File: src/rtl/cyccnt_pkg.sv
package cyccnt_pkg;

    // Default width of the count field; the register adds one flag bit on top.
    localparam int CNT_W_DEF = 63;

    // Inhibit control machine.
    typedef enum logic [0:0] {
        CTL_RUN  = 1'b0,
        CTL_HOLD = 1'b1
    } ctl_state_e;

    // Overflow summary machine.
    typedef enum logic [0:0] {
        SUM_IDLE = 1'b0,
        SUM_SET  = 1'b1
    } sum_state_e;

endpackage

File: src/rtl/cyc_inhibit_fsm.sv
module cyc_inhibit_fsm
    import cyccnt_pkg::*;
(
    input  logic clk,
    input  logic rst_n,
    input  logic inh_we,
    input  logic inh_wdata,
    output logic count_en,
    output logic inhibited
);

    ctl_state_e state_q;
    ctl_state_e state_d;

    // State register
    always_ff @(posedge clk) begin
        if (!rst_n) begin
            state_q <= CTL_RUN;
        end else begin
            state_q <= state_d;
        end
    end

    // Next state: freeze and resume transitions
    always_comb begin
        state_d = state_q;
        unique case (state_q)
            CTL_RUN: begin
                if (inh_we && inh_wdata) begin
                    state_d = CTL_HOLD;
                end
            end
            CTL_HOLD: begin
                if (inh_we && !inh_wdata) begin
                    state_d = CTL_RUN;
                end
            end
            default: state_d = CTL_RUN;
        endcase
    end

    // Outputs
    always_comb begin
        count_en  = 1'b0;
        inhibited = 1'b0;
        unique case (state_q)
            CTL_RUN:  count_en  = 1'b1;
            CTL_HOLD: inhibited = 1'b1;
            default: begin
                count_en  = 1'b0;
                inhibited = 1'b0;
            end
        endcase
    end

endmodule

File: src/rtl/cyc_count_core.sv
module cyc_count_core #(
    parameter int CNT_W = 63,
    localparam int REG_W = CNT_W + 1
) (
    input  logic             clk,
    input  logic             rst_n,
    input  logic             count_en,
    input  logic             load,
    input  logic [REG_W-1:0] load_data,
    input  logic             first_ovf,
    output logic             wrap,
    output logic [REG_W-1:0] reg_value
);

    localparam logic [CNT_W-1:0] ONE = {{(CNT_W-1){1'b0}}, 1'b1};

    logic [CNT_W-1:0] cnt_q;
    logic             flag_q;

    // The wrap is only a real event when the increment is the chosen update.
    assign wrap = count_en && !load && (&cnt_q);

    always_ff @(posedge clk) begin
        if (!rst_n) begin
            cnt_q  <= '0;
            flag_q <= 1'b0;
        end else if (load) begin
            cnt_q  <= load_data[CNT_W-1:0];
            flag_q <= load_data[CNT_W];
        end else if (count_en) begin
            cnt_q <= cnt_q + ONE;
            if (first_ovf) begin
                flag_q <= 1'b1;
            end
        end
    end

    assign reg_value = {flag_q, cnt_q};

endmodule

File: src/rtl/cyc_ovf_tracker.sv
module cyc_ovf_tracker
    import cyccnt_pkg::*;
(
    input  logic clk,
    input  logic rst_n,
    input  logic wrap,
    input  logic sum_clr,
    input  logic load,
    input  logic load_msb,
    output logic first_ovf,
    output logic summary,
    output logic irq
);

    sum_state_e state_q;
    sum_state_e state_d;
    logic       irq_q;

    // State register plus the registered interrupt pulse
    always_ff @(posedge clk) begin
        if (!rst_n) begin
            state_q <= SUM_IDLE;
            irq_q   <= 1'b0;
        end else begin
            state_q <= state_d;
            irq_q   <= first_ovf;
        end
    end

    // Next state: first overflow and acknowledge transitions
    always_comb begin
        state_d = state_q;
        unique case (state_q)
            SUM_IDLE: begin
                if (wrap) begin
                    state_d = SUM_SET;
                end
            end
            SUM_SET: begin
                if (sum_clr || (load && !load_msb)) begin
                    state_d = SUM_IDLE;
                end
            end
            default: state_d = SUM_IDLE;
        endcase
    end

    // Outputs
    always_comb begin
        first_ovf = 1'b0;
        summary   = 1'b0;
        unique case (state_q)
            SUM_IDLE: first_ovf = wrap;
            SUM_SET:  summary   = 1'b1;
            default: begin
                first_ovf = 1'b0;
                summary   = 1'b0;
            end
        endcase
    end

    assign irq = irq_q;

endmodule

File: src/rtl/cyc_counter_top.sv
module cyc_counter_top
    import cyccnt_pkg::*;
#(
    parameter int CNT_W = CNT_W_DEF,
    localparam int REG_W = CNT_W + 1
) (
    input  logic             clk,
    input  logic             rst_n,
    input  logic             cnt_we,
    input  logic [REG_W-1:0] cnt_wdata,
    input  logic             inh_we,
    input  logic             inh_wdata,
    input  logic             sum_clr,
    output logic [REG_W-1:0] cnt_rdata,
    output logic             inh_rdata,
    output logic             sum_rdata,
    output logic             pm_irq
);

    logic count_en;
    logic wrap;
    logic first_ovf;

    cyc_inhibit_fsm u_inhibit (
        .clk       (clk),
        .rst_n     (rst_n),
        .inh_we    (inh_we),
        .inh_wdata (inh_wdata),
        .count_en  (count_en),
        .inhibited (inh_rdata)
    );

    cyc_count_core #(
        .CNT_W (CNT_W)
    ) u_core (
        .clk       (clk),
        .rst_n     (rst_n),
        .count_en  (count_en),
        .load      (cnt_we),
        .load_data (cnt_wdata),
        .first_ovf (first_ovf),
        .wrap      (wrap),
        .reg_value (cnt_rdata)
    );

    cyc_ovf_tracker u_tracker (
        .clk       (clk),
        .rst_n     (rst_n),
        .wrap      (wrap),
        .sum_clr   (sum_clr),
        .load      (cnt_we),
        .load_msb  (cnt_wdata[CNT_W]),
        .first_ovf (first_ovf),
        .summary   (sum_rdata),
        .irq       (pm_irq)
    );

endmodule

File: config.mk
export PLATFORM = sky130hd
export DESIGN_NAME = cyc_counter_top
export DESIGN_NICKNAME = d
export VERILOG_FILES = /design/src/rtl/cyccnt_pkg.sv /design/src/rtl/cyc_inhibit_fsm.sv /design/src/rtl/cyc_count_core.sv /design/src/rtl/cyc_ovf_tracker.sv /design/src/rtl/cyc_counter_top.sv
export SDC_FILE = /design/constraint.sdc
export NUM_CORES = 1
export LEC_CHECK = 0
export BUFFER_PORTS_ARGS = -buffer_cell sky130_fd_sc_hd__buf_4
export CAP_MARGIN = 20
export CORE_UTILIZATION = 36
export CTS_BUF_LIST = sky130_fd_sc_hd__clkbuf_8
export CTS_CLUSTER_SIZE = 25
export DETAILED_ROUTE_END_ITERATION = 10
export PLACE_DENSITY = 0.57
export SKIP_CTS_REPAIR_TIMING = 1
export SYNTH_ARGS = -nofsm -noshare
export SYNTH_HDL_FRONTEND = slang
export SYNTH_SLANG_ARGS = --single-unit
export TNS_END_PERCENT = 5
File: constraint.sdc
create_clock -name clk -period 3.63 [get_ports clk]
set_input_delay 0.726 -clock clk [delete_from_list [all_inputs] [get_ports clk]]
set_output_delay 0.726 -clock clk [all_outputs]
set_load 0.1 [all_outputs]
# ---- Word level (Yosys, flattened, before mapping)
# Index checks and enable logic that the tools add are counted.
dict set report totals {
  wordCells 36
  register_bits 67
  inputBits 70
  mem_bits_rw 0
  n_memories 0
  latchBits 0
  rom_bits 0
}
dict set report classes {
  n_reduce_logical 12
  div_mod_pow 0
  multipliers 0
  n_shift 0
  bitwise 2
  add_sub_neg 1
  muxes 15
  eq_ne 1
  order_cmp 0
}
# op count
set op_table {}
lappend op_table {{63-bit 2-to-1 mux} 2}
lappend op_table {{63-bit by 1-bit adder with 63-bit output, second input constant} 1}
lappend op_table {{63-bit AND reduction} 1}
lappend op_table {{1-bit 2-to-1 mux} 11}
lappend op_table {{1-bit logical AND} 5}
lappend op_table {{1-bit one-hot mux with 2 select lines} 2}
lappend op_table {{1-bit zero test} 3}
lappend op_table {{2-bit inequality test, second input constant} 1}
lappend op_table {{1-bit NOT} 2}
lappend op_table {{2-bit AND reduction} 1}
lappend op_table {{2-bit nonzero test} 1}
lappend op_table {{1-bit logical OR} 1}

# ---- Depth between registers and ports, before layout
# Gate-level depths: netlist (run 1).
dict set report depth {
  ltp_word 7
  ltp_mapped 7
  depth_no_buf 6
}

# ---- Hierarchy
# From an unflattened synthesis (run 1), not the netlist that was laid out.
dict set report hier_totals {
  hier_cells 504
  area_unflattened_um2 4060.1
}
# mod cells_each seq_area_each_um2 instances area_each_um2
set modules_own_cells {}
lappend modules_own_cells {cyc_count_core 493 1281.2 1 3931.3}
lappend modules_own_cells {cyc_ovf_tracker 7 40.0 1 88.8}
lappend modules_own_cells {cyc_inhibit_fsm 4 20.0 1 40.0}

# ---- Worst setup path before layout (run 1)
# OpenSTA, ideal clock, no wires.
dict set report synth_path {
  path_type {reg2reg}
  start {reg u_core.cnt_q[10]}
  end {reg u_core.cnt_q[55]}
  stages_incl_launch_ff 6
  arrival_time_ns 2.735
  path_slack_ns 0.777
  path_buffers 0
  setup_ns 0.118
  path_cell_list {dfxtp_1 nand3_2 nor4_4 nand3_4 or4_1 o2111a_1}
}
dict set report synth_between {
  elab_chain_cells 3
}
# item line
set synth_lines {}
lappend synth_lines {{from (decl)} cyc_count_core.sv:17} ;# logic [CNT_W-1:0] cnt_q;
lappend synth_lines {{from (signal assigned)} cyc_count_core.sv:28} ;# cnt_q <= load_data[CNT_W-1:0];
lappend synth_lines {{from (signal assigned)} cyc_count_core.sv:31} ;# cnt_q <= cnt_q + ONE;
lappend synth_lines {{63-bit by 1-bit adder with 63-bit output} cyc_count_core.sv:31}
lappend synth_lines {{63-bit 2-to-1 mux} cyc_count_core.sv:30} ;# end else if (count_en) begin
lappend synth_lines {{63-bit 2-to-1 mux} cyc_count_core.sv:27} ;# end else if (load) begin
# No other way between the ends. The select of a mux whose other input is x is not followed.
# A chain may end at the register's enable or synchronous reset.

# ---- Worst setup path in the final report (run 1)
dict set report layout_path {
  start {reg u_core.cnt_q[14]}
  end {reg u_core.cnt_q[39]}
}
# The elaborated chain is that of the path after synthesis.

==> results.yml, run 1 <==
route:
  wire_per_inst_um: 17.4
  viasPerCell: 5.69
  routed_wl_mm: 13.0
  drt_iter0_drc: 167
  drcViolationCount: 0
  antenna_left: 0
  firstDrtPassIters: 5
  vias: 4258
finish:
  diodes: 0
  areaGrowthSynthToFinish_pct: 33.2
  nFillCells: 1070
  drive_gt1_frac: 0.279
  final_cell_mix: "buf_4 (141), dfxtp_1 (67), o21ai_0 (42)"
  final_common_cell: "buf_4"
  nNetsFinal: 680
power_and_ir_drop:
  power.density_mw_per_mm2: 405
  ir_worst_vdd_uv: 244
  p_leak_nw: 2.11
  power.internal_mw: 1.27
  p_comb_frac: 0.301
  p_sw_mw: 0.839
  power_frac_seq: 0.407
  p_clk_frac: 0.292
  switching_share: 0.397
yosys:
  yosysUniqueCellTypes: 52
  avgSynthCellArea_um2: 8.10
  synth_area_leaders: "dfxtp_1 (34%), o21ai_0 (5.4%), nand4_1 (5.1%)"
  yosysWarnings: 0
  synth-edff-count: 0
  synth.ff_latch_count: 67
  synth_top_cell_by_area: "dfxtp_1"
  synth_ff_type: "dfxtp_1"
  syn_inst: 484
  synth_top_cell_area_share: 0.342
  async_flop_share: 0
  synth_area_mm2: 0.00392
  yosysSeqAreaShare: 0.342
  synthesis.nets: 555
sta:
  skew_ns: 0.00977
  finalHoldViolCount: 0
  tightest_slew_ns: 0.714
  fin_tns_setup_ns: 0
  layout_min_cycle_time_ns: 2.44
  rsz0062_at_grt: "false"
  slew_headroom: 0.520
  hold-worst-slack_ns: 0.519
  fmax_mhz: 410
  setup_viol: 0
  finalCritPeriodShare: 0.673
  slew_violations: 0
worst_setup_path:
  reg2reg_depth: 5
  endpoint_kind: "flop"
  path_class: "flop to flop"
  crit_arrival_ns: 2.72
  r2r_end: "u_core.cnt_q[39]$_SDFFE_PN0P_"
  worstReg2RegStart: "u_core.cnt_q[14]$_SDFFE_PN0P_"
  required_ns: 3.91
  cp_max_fo: 10
  cp-start-kind: "flop"
  ff2ff_setup_slack_ns: 1.19
global_routing:
  grtUsageTotal: 0.235
  overflow: 0
  grt_start_max_net_pins: 49
  antenna_found_initial: 0
  grt_pass1_vias: 3990
  grt_first_pass_wirelength_mm: 21.0
hold_path:
  hold_depth: 1
  hold_class: "flop to flop"
  hold_path_end: "u_core.flag_q$_SDFFE_PN0P_"
  hp-start: "u_core.flag_q$_SDFFE_PN0P_"
floorplanning:
  die_area_mm2: 0.0113
  die_h_um: 106
  start_util: 0.376
  core_mm2: 0.0104
  die_w_um: 106
  io_pins: 137
  num_rows: 37
clock_network:
  clk_latency_ns: 0.35
  cts_htree_levels: 3
  clkSinkCount: 67
  cts-buffers-inserted: 9
  cts_tree: "done"
  clock_path_buffers: 2
  cts_root_buf: "clkbuf_8"
  path_clk_slew_ns: 0.07
run_status:
  status: "complete, no violations"
placed_design:
  dp_hpwl_mm: 9.61
  place_congestion: 0.814
  io_buffer_count: 136
run:
  drv_cap: 0
-- logic make-up after synthesis --
kind of cell | share of synthesized area
and+or+nand+nor | 0.342
muxes | 0.0179
AOI/OAI and AO/OA | 0.194
DFF | 0.342
buffers and inverters | 0.0383
adders and majority gates | 0.00319
xor gates and xnor gates | 0.0626
-- stage by stage --
stage | setup WS [ns] | instances | total power, mW | area (um^2) | util
finish | 1.19 | 748 | 2.11 | 5220 | 0.501
global route | 0.968 | 748 | 2.19 | 5220 | 0.501
CTS | 1.19 | 748 | 2.12 | 5220 | 0.501
detailed placement | 1.20 | 734 | 1.51 | 5040 | 0.484
global placement | 1.19 | 734 | 1.51 | 5040 | 0.484
floorplan | 0.777 | 484 | 1.34 | 3920 | -
-- cells in the mapped netlist (5+ instances only) --
cell type / n
a211oi_1: 13
a21oi_1: 15
a31oi_1: 22
and2_1: 5
and3_1: 10
clkbuf_1: 20
dfxtp_1: 67
inv_1: 11
mux2i_1: 7
nand2_1: 32
nand3_1: 25
nand4_1: 32
nor2_1: 39
nor3_1: 12
nor4_1: 11
o21ai_0: 42
o31ai_1: 12
or3_1: 11
or4_1: 15
xnor2_1: 9
xor2_1: 19
-- registers in the layout (all words and copies together) (netlist names), named ones only --
register	cells
u_core.cnt_q	63
u_core.flag_q	1
u_tracker.irq	1
u_tracker.state_q	1
-- critical path, stage by stage, from the launching register on --
cell	delay [ns]
dfxtp_1	0.43
nand4_1	0.30
nor3_4	0.53
nand4_2	0.37
or4_1	0.58
a31oi_1	0.17
-- worst max-delay path by stage --
stage                             startpoint  depth (start not counted)                            end  slack (ns)
6_report       u_core.cnt_q[14]$_SDFFE_PN0P_                          5  u_core.cnt_q[39]$_SDFFE_PN0P_        1.19
3_3_place_gp   u_core.cnt_q[37]$_SDFFE_PN0P_                          5  u_core.cnt_q[58]$_SDFFE_PN0P_        1.19
2_1_floorplan  u_core.cnt_q[10]$_SDFFE_PN0P_                          5  u_core.cnt_q[55]$_SDFFE_PN0P_        0.78
3_5_place_dp    u_core.cnt_q[5]$_SDFFE_PN0P_                          5  u_core.cnt_q[55]$_SDFFE_PN0P_        1.20
5_1_grt        u_core.cnt_q[13]$_SDFFE_PN0P_                          5  u_core.cnt_q[39]$_SDFFE_PN0P_        0.97
4_1_cts        u_core.cnt_q[13]$_SDFFE_PN0P_                          5  u_core.cnt_q[39]$_SDFFE_PN0P_        1.19
-- power by group through the flow --
stage / combinational (mW) / clock, mW / sequential, mW
after floorplan: 0.131 / 0 / 1.20
after global placement: 0.636 / 0 / 0.873
after detailed placement: 0.638 / 0 / 0.876
after CTS: 0.640 / 0.624 / 0.859
after global routing: 0.666 / 0.653 / 0.869
final: 0.636 / 0.616 / 0.861
-- metal layers --
layer	routed length (um)	share of wire	up-vias	track usage
met5	0	0	-	0
met4	234	0.018	0	0.0804
met3	777	0.060	16	0.0386
met2	5970	0.46	139	0.373
met1	6030	0.46	2010	0.319
li1	-	-	2093	-
-- final cells by class --
| type | instances | area, um^2 | area share |
|---|---|---|---|
| Inverter | 11 | 41.3 | 0.00791 |
| Clock inverter | 4 | 43.8 | 0.00839 |
| Multi-Input combinational cell | 379 | 2430 | 0.465 |
| Tap cell | 136 | 170 | 0.0326 |
| Clock buffer | 10 | 138 | 0.0264 |
| Timing Repair Buffer | 141 | 1060 | 0.203 |
| Sequential cell | 67 | 1340 | 0.257 |
No activity file was read; power rests on OpenSTA's default activity.
==> run 2, diff against run 1 <==
--- a/config.mk
+++ b/config.mk
@@ -5,6 +5,7 @@
 export SDC_FILE = /design/constraint.sdc
 export NUM_CORES = 1
 export LEC_CHECK = 0
+export ABC_AREA = 1
 export BUFFER_PORTS_ARGS = -buffer_cell sky130_fd_sc_hd__buf_4
 export CAP_MARGIN = 20
 export CORE_UTILIZATION = 36
==> constraint.sdc (replaced) <==
create_clock -name clk -period 2 [get_ports clk]
set_input_delay 0.4 -clock clk [delete_from_list [all_inputs] [get_ports clk]]
set_output_delay 0.4 -clock clk [all_outputs]
set_load 0.1 [all_outputs]
==> results.yml, run 2 <==
power_and_ir_drop:
  power.density_mw_per_mm2: 627
  p_sw_mw: 1.58
  power.internal_mw: 2.59
  p_comb_frac: 0.281
  switching_share: 0.379
  finalPower_mw: 4.18
  p_leak_nw: 2.75
  ir_worst_vdd_uv: 385
  power_frac_seq: 0.371
  p_clk_frac: 0.348
sta:
  setup_viol: 0
  skew_ns: 0.0122
  slew_violations: 0
  finalHoldViolCount: 0
  finalCritPeriodShare: 0.914
  finalWorstSetupSlack_ns: 0.172
  fmax_mhz: 547
  rsz0062_at_grt: "false"
  tightest_slew_ns: 0.447
  layout_min_cycle_time_ns: 1.83
  slew_headroom: 0.702
floorplanning:
  num_rows: 42
  die_area_mm2: 0.0144
  core_mm2: 0.0134
  die_h_um: 120
  die_w_um: 120
  start_util: 0.373
  io_pins: 137
global_routing:
  grtUsageTotal: 0.286
  antenna_found_initial: 0
  overflow: 0
  grt_start_max_net_pins: 63
  grt_pass1_vias: 5673
  grt_first_pass_wirelength_mm: 31.0
clock_network:
  cts-buffers-inserted: 9
  cts_root_buf: "clkbuf_8"
  clk_latency_ns: 0.38
  cts_htree_levels: 3
  cts_tree: "done"
  clock_path_buffers: 2
  path_clk_slew_ns: 0.08
  clkSinkCount: 67
finish:
  drive_gt1_frac: 0.247
  areaGrowthSynthToFinish_pct: 33.1
  largest_reg_flops: 63
  largest-register: "u_core.cnt_q"
  nNetsFinal: 1104
  final_cell_mix: "nand2_1 (297), buf_4 (157), nor2_1 (138)"
  diodes: 0
  final_common_cell: "nand2_1"
route:
  drcViolationCount: 0
  viasPerCell: 5.02
  antenna_left: 0
  firstDrtPassIters: 5
  routed_wl_mm: 19.9
  wire_per_inst_um: 16.4
  vias: 6093
  drt_iter0_drc: 511
yosys:
  synth_most_common_cell: "nand2_1"
  synth_top_cells_by_count: "nand2_1 (297), nor2_1 (140), inv_1 (105)"
  synth-edff-count: 0
  synth_ff_type: "dfxtp_1"
  syn_inst: 889
  avgSynthCellArea_um2: 5.63
  async_flop_share: 0
  synth_top_cell_by_area: "dfxtp_1"
  yosysUniqueCellTypes: 33
  synth_top_cell_area_share: 0.268
  synth_area_leaders: "dfxtp_1 (27%), nand2_1 (22%), nor2_1 (11%)"
  yosysWarnings: 0
  yosysSeqAreaShare: 0.268
  synthesis.nets: 960
  synth.ff_latch_count: 67
  synth_area_mm2: 0.00500
placed_design:
  dpl_worst_slack_ns: 0.0277
  io_buffer_count: 136
  dp_hpwl_mm: 15.6
  place_congestion: 0.961
worst_setup_path:
  cp_slowest_stage_delay_ns: 0.42
  crit_path_top_delay_cell: "dfxtp_4"
  worstPathCellList: "ha_2, inv_2, nor2_4, nand2_4, nor2_8, nand2_4, nor2_2, nand3_2, a21oi_1"
  path_class: "flop to flop"
  crit_arrival_ns: 2.14
  cp-start-kind: "flop"
  required_ns: 2.31
  endpoint_kind: "flop"
  cp_common_cell: "nand2_4"
  cp_max_fo: 9
run_status:
  status: "complete, no violations"
hold_path:
  hold_class: "primary input to flop"
run:
  drv_cap: 0
run 2: final timing paths:
kind,startpoint,slack [ns],to,cells past startpoint
worst min-delay path,inh_wdata,0.26,flop,3
worst max register to register,u_core.cnt_q[0]$_SDFFE_PN0P_,0.17,u_tracker.state_q$_SDFF_PN0_,9
worst max-delay path,u_core.cnt_q[0]$_SDFFE_PN0P_,0.17,u_tracker.state_q$_SDFF_PN0_,9
worst min register to register,u_core.flag_q$_SDFFE_PN0P_,0.51,u_core.flag_q$_SDFFE_PN0P_,2
run 2: worst max-delay path, delay by kind of cell (launching register included):
kind            cells  cell delay (ns)
buf+inv             1             0.06
fa+ha+maj           1             0.23
flops               1             0.42
simple gates        6             0.87
compound gates      1             0.17
run 2: cell families (layout without fill, tap and decap cells):
family                   after synthesis  count (layout)  share of synthesized area
AO/OA/AOI/OAI                        145             145                      0.152
XOR/XNOR                              18              18                     0.0315
adder cells (fa/ha/maj)                1               1                    0.00250
buffers and inverters                133             282                      0.102
flip-flops                            67              67                      0.268
AND/OR/NAND/NOR                      525             525                      0.444
run 2: through the flow:
| step | hold slack [ns] | cell area, um^2 | cells | TNS [ns] | utilization |
|---|---|---|---|---|---|
| global route | 0.274 | 6660 | 1214 | 0 | 0.497 |
| detailed placement | 0.503 | 6380 | 1195 | 0 | 0.476 |
| global placement | 0.504 | 6380 | 1195 | 0 | 0.476 |
| finish | 0.264 | 6660 | 1214 | 0 | 0.497 |
| floorplan | 0.484 | 5060 | 889 | -0.189 | - |
| CTS | 0.253 | 6620 | 1211 | 0 | 0.494 |
run 2: cell type report:
class	instances	area [um^2]
fillers	1494	6740
flip-flops and latches	67	1400
repair buffers	159	1220
clock buffers	10	138
multi-input cells	689	3180
inverters	107	402
well taps	176	220
clock inverters	6	105
run 2: metal layers:
layer / up-vias / GRT usage / wire length, um
li1: 3100 / - / -
met1: 2740 / 0.402 / 9340
met2: 222 / 0.435 / 8640
met3: 31 / 0.0627 / 1450
met4: 0 / 0.0852 / 486
met5: - / 0 / 0
run 2: power by group through the flow:
stage | clock [mW] | sequential [mW] | combinational, mW
floorplan | 0 | 2.09 | 0.290
detailed placement | 0 | 1.58 | 1.18
finish | 1.45 | 1.55 | 1.18
global placement | 0 | 1.58 | 1.18
CTS | 1.47 | 1.55 | 1.18
global route | 1.53 | 1.56 | 1.25
==> run 3, diff against run 2 <==
--- a/config.mk
+++ b/config.mk
@@ -13,6 +13,7 @@
 export CTS_CLUSTER_SIZE = 25
 export DETAILED_ROUTE_END_ITERATION = 10
 export PLACE_DENSITY = 0.57
+export SETUP_SLACK_MARGIN = 0.2
 export SKIP_CTS_REPAIR_TIMING = 1
 export SYNTH_ARGS = -nofsm -noshare
 export SYNTH_HDL_FRONTEND = slang
==> results.yml, run 3 (same netlist as run 2, synthesis figures left out) <==
floorplanning:
  num_rows: 42
  die_area_mm2: 0.0144
  die_w_um: 120
  core_mm2: 0.0134
  start_util: 0.373
  io_pins: 137
  die_h_um: 120
finish:
  fin_util: 0.508
  final_common_cell: "nand2_1"
  largest_reg_flops: 63
  drive_gt1_frac: 0.268
  final_cell_mix: "nand2_1 (295), buf_4 (167), nor2_1 (130)"
  largest-register: "u_core.cnt_q"
  nFillCells: 1493
  nNetsFinal: 1115
  diodes: 0
  final_cell_count_no_fill: 1225
  areaGrowthSynthToFinish_pct: 36.0
run:
  drv_cap: 0
global_routing:
  grtUsageTotal: 0.286
  grt_start_max_net_pins: 59
  antenna_found_initial: 0
  grt_first_pass_wirelength_mm: 31.1
  grt_pass1_vias: 5609
  overflow: 0
power_and_ir_drop:
  power.density_mw_per_mm2: 602
  p_leak_nw: 2.80
  ir_worst_vdd_uv: 390
worst_setup_path:
  critPathTopFamily: "simple AND/OR/NAND/NOR gates"
  cp-start-kind: "flop"
  path_class: "flop to flop"
  crit_arrival_ns: 2.04
  cp_slowest_stage_delay_ns: 0.38
  cp_num_buf_inv: 0
  endpoint_kind: "flop"
  crit_path_top_delay_cell: "dfxtp_2"
  ff2ff_setup_slack_ns: 0.27
  worstPathCellList: "nand2_1, nor2_1, nand3_2, nor2_4, nand2_2, o21ai_2, nand3_1, a21oi_1"
  required_ns: 2.32
  cp_max_fo: 5
route:
  viasPerCell: 5.00
  drcViolationCount: 0
  drt_iter0_drc: 457
  wire_per_inst_um: 16.3
  routed_wl_mm: 20.0
  firstDrtPassIters: 7
  vias: 6129
  antenna_left: 0
clock_network:
  cts_htree_levels: 3
  clkSinkCount: 67
  clock_path_buffers: 2
  cts-buffers-inserted: 9
  cts_tree: "done"
  clk_latency_ns: 0.38
  path_clk_slew_ns: 0.09
  cts_root_buf: "clkbuf_8"
sta:
  slew_violations: 0
  finalHoldViolCount: 0
  fin_tns_setup_ns: 0
  slew_headroom: 0.683
  rsz0062_at_grt: "true"
  skew_ns: 0.00909
  finalCritPeriodShare: 0.863
  setup_viol: 0
  tightest_slew_ns: 0.475
  finalWorstSetupSlack_ns: 0.274
  fmax_mhz: 579
  layout_min_cycle_time_ns: 1.73
placed_design:
  dp_hpwl_mm: 15.7
  dpl_worst_slack_ns: 0.133
  io_buffer_count: 136
  place_congestion: 0.965
  place_inst: 1196
run_status:
  status: "complete, no violations"
hold_path:
  hold_class: "primary input to flop"
## run 3: changes by cell type in the layout (fill, tap and decap cells not counted), sizes merged
cell / change
buf: +11
bufinv: -1
clkbuf: +1
clkinv: +1
inv: -1
## run 3: per-layer routing
layer  GRT usage  part of all wire  vias to the layer above
li1            -                 -                     3118
met4       0.100             0.028                        0
met5           0                 0                        -
met3      0.0656             0.067                       38
met1       0.400              0.47                     2744
met2       0.427              0.43                      229
## run 3: cell type report
cell class / instances / area [um^2] / share of cell area
Timing Repair Buffer: 170 / 1310 / 0.193
Multi-Input combinational cell: 689 / 3230 / 0.474
Inverter: 107 / 402 / 0.0590
Clock buffer: 11 / 151 / 0.0222
Tap cell: 176 / 220 / 0.0323
Clock inverter: 5 / 76.3 / 0.0112
Sequential cell: 67 / 1420 / 0.208
## run 3: metrics by stage
step | hold WS [ns] | total power, mW | area, um^2
5_1_grt | 0.264 | 4.26 | 6810
3_5_place_dp | 0.501 | 2.76 | 6430
2_1_floorplan | 0.484 | 2.38 | 5090
4_1_cts | 0.245 | 4.11 | 6660
3_3_place_gp | 0.500 | 2.76 | 6430
6_report | 0.253 | 4.10 | 6810
## run 3: worst paths after layout
check	endpoint	cells after the start	from
max reg2reg	u_core.cnt_q[43]$_SDFFE_PN0P_	8	u_core.cnt_q[7]$_SDFFE_PN0P_
min	flop	3	inh_wdata
max	u_core.cnt_q[43]$_SDFFE_PN0P_	8	u_core.cnt_q[7]$_SDFFE_PN0P_
min reg2reg	u_core.flag_q$_SDFFE_PN0P_	2	u_core.flag_q$_SDFFE_PN0P_
## run 3: worst reg2reg max path, cell delays in order (launching register included)
cell     delay [ns]
dfxtp_2        0.38
nand2_1        0.09
nor2_1         0.25
nand3_2        0.19
nor2_4         0.30
nand2_2        0.13
o21ai_2        0.12
nand3_1        0.08
a21oi_1        0.13
## run 3: report_power, final
group	internal [mW]	switching, mW
combinational	0.325	0.865
sequential	1.42	0.121
clock	0.764	0.606
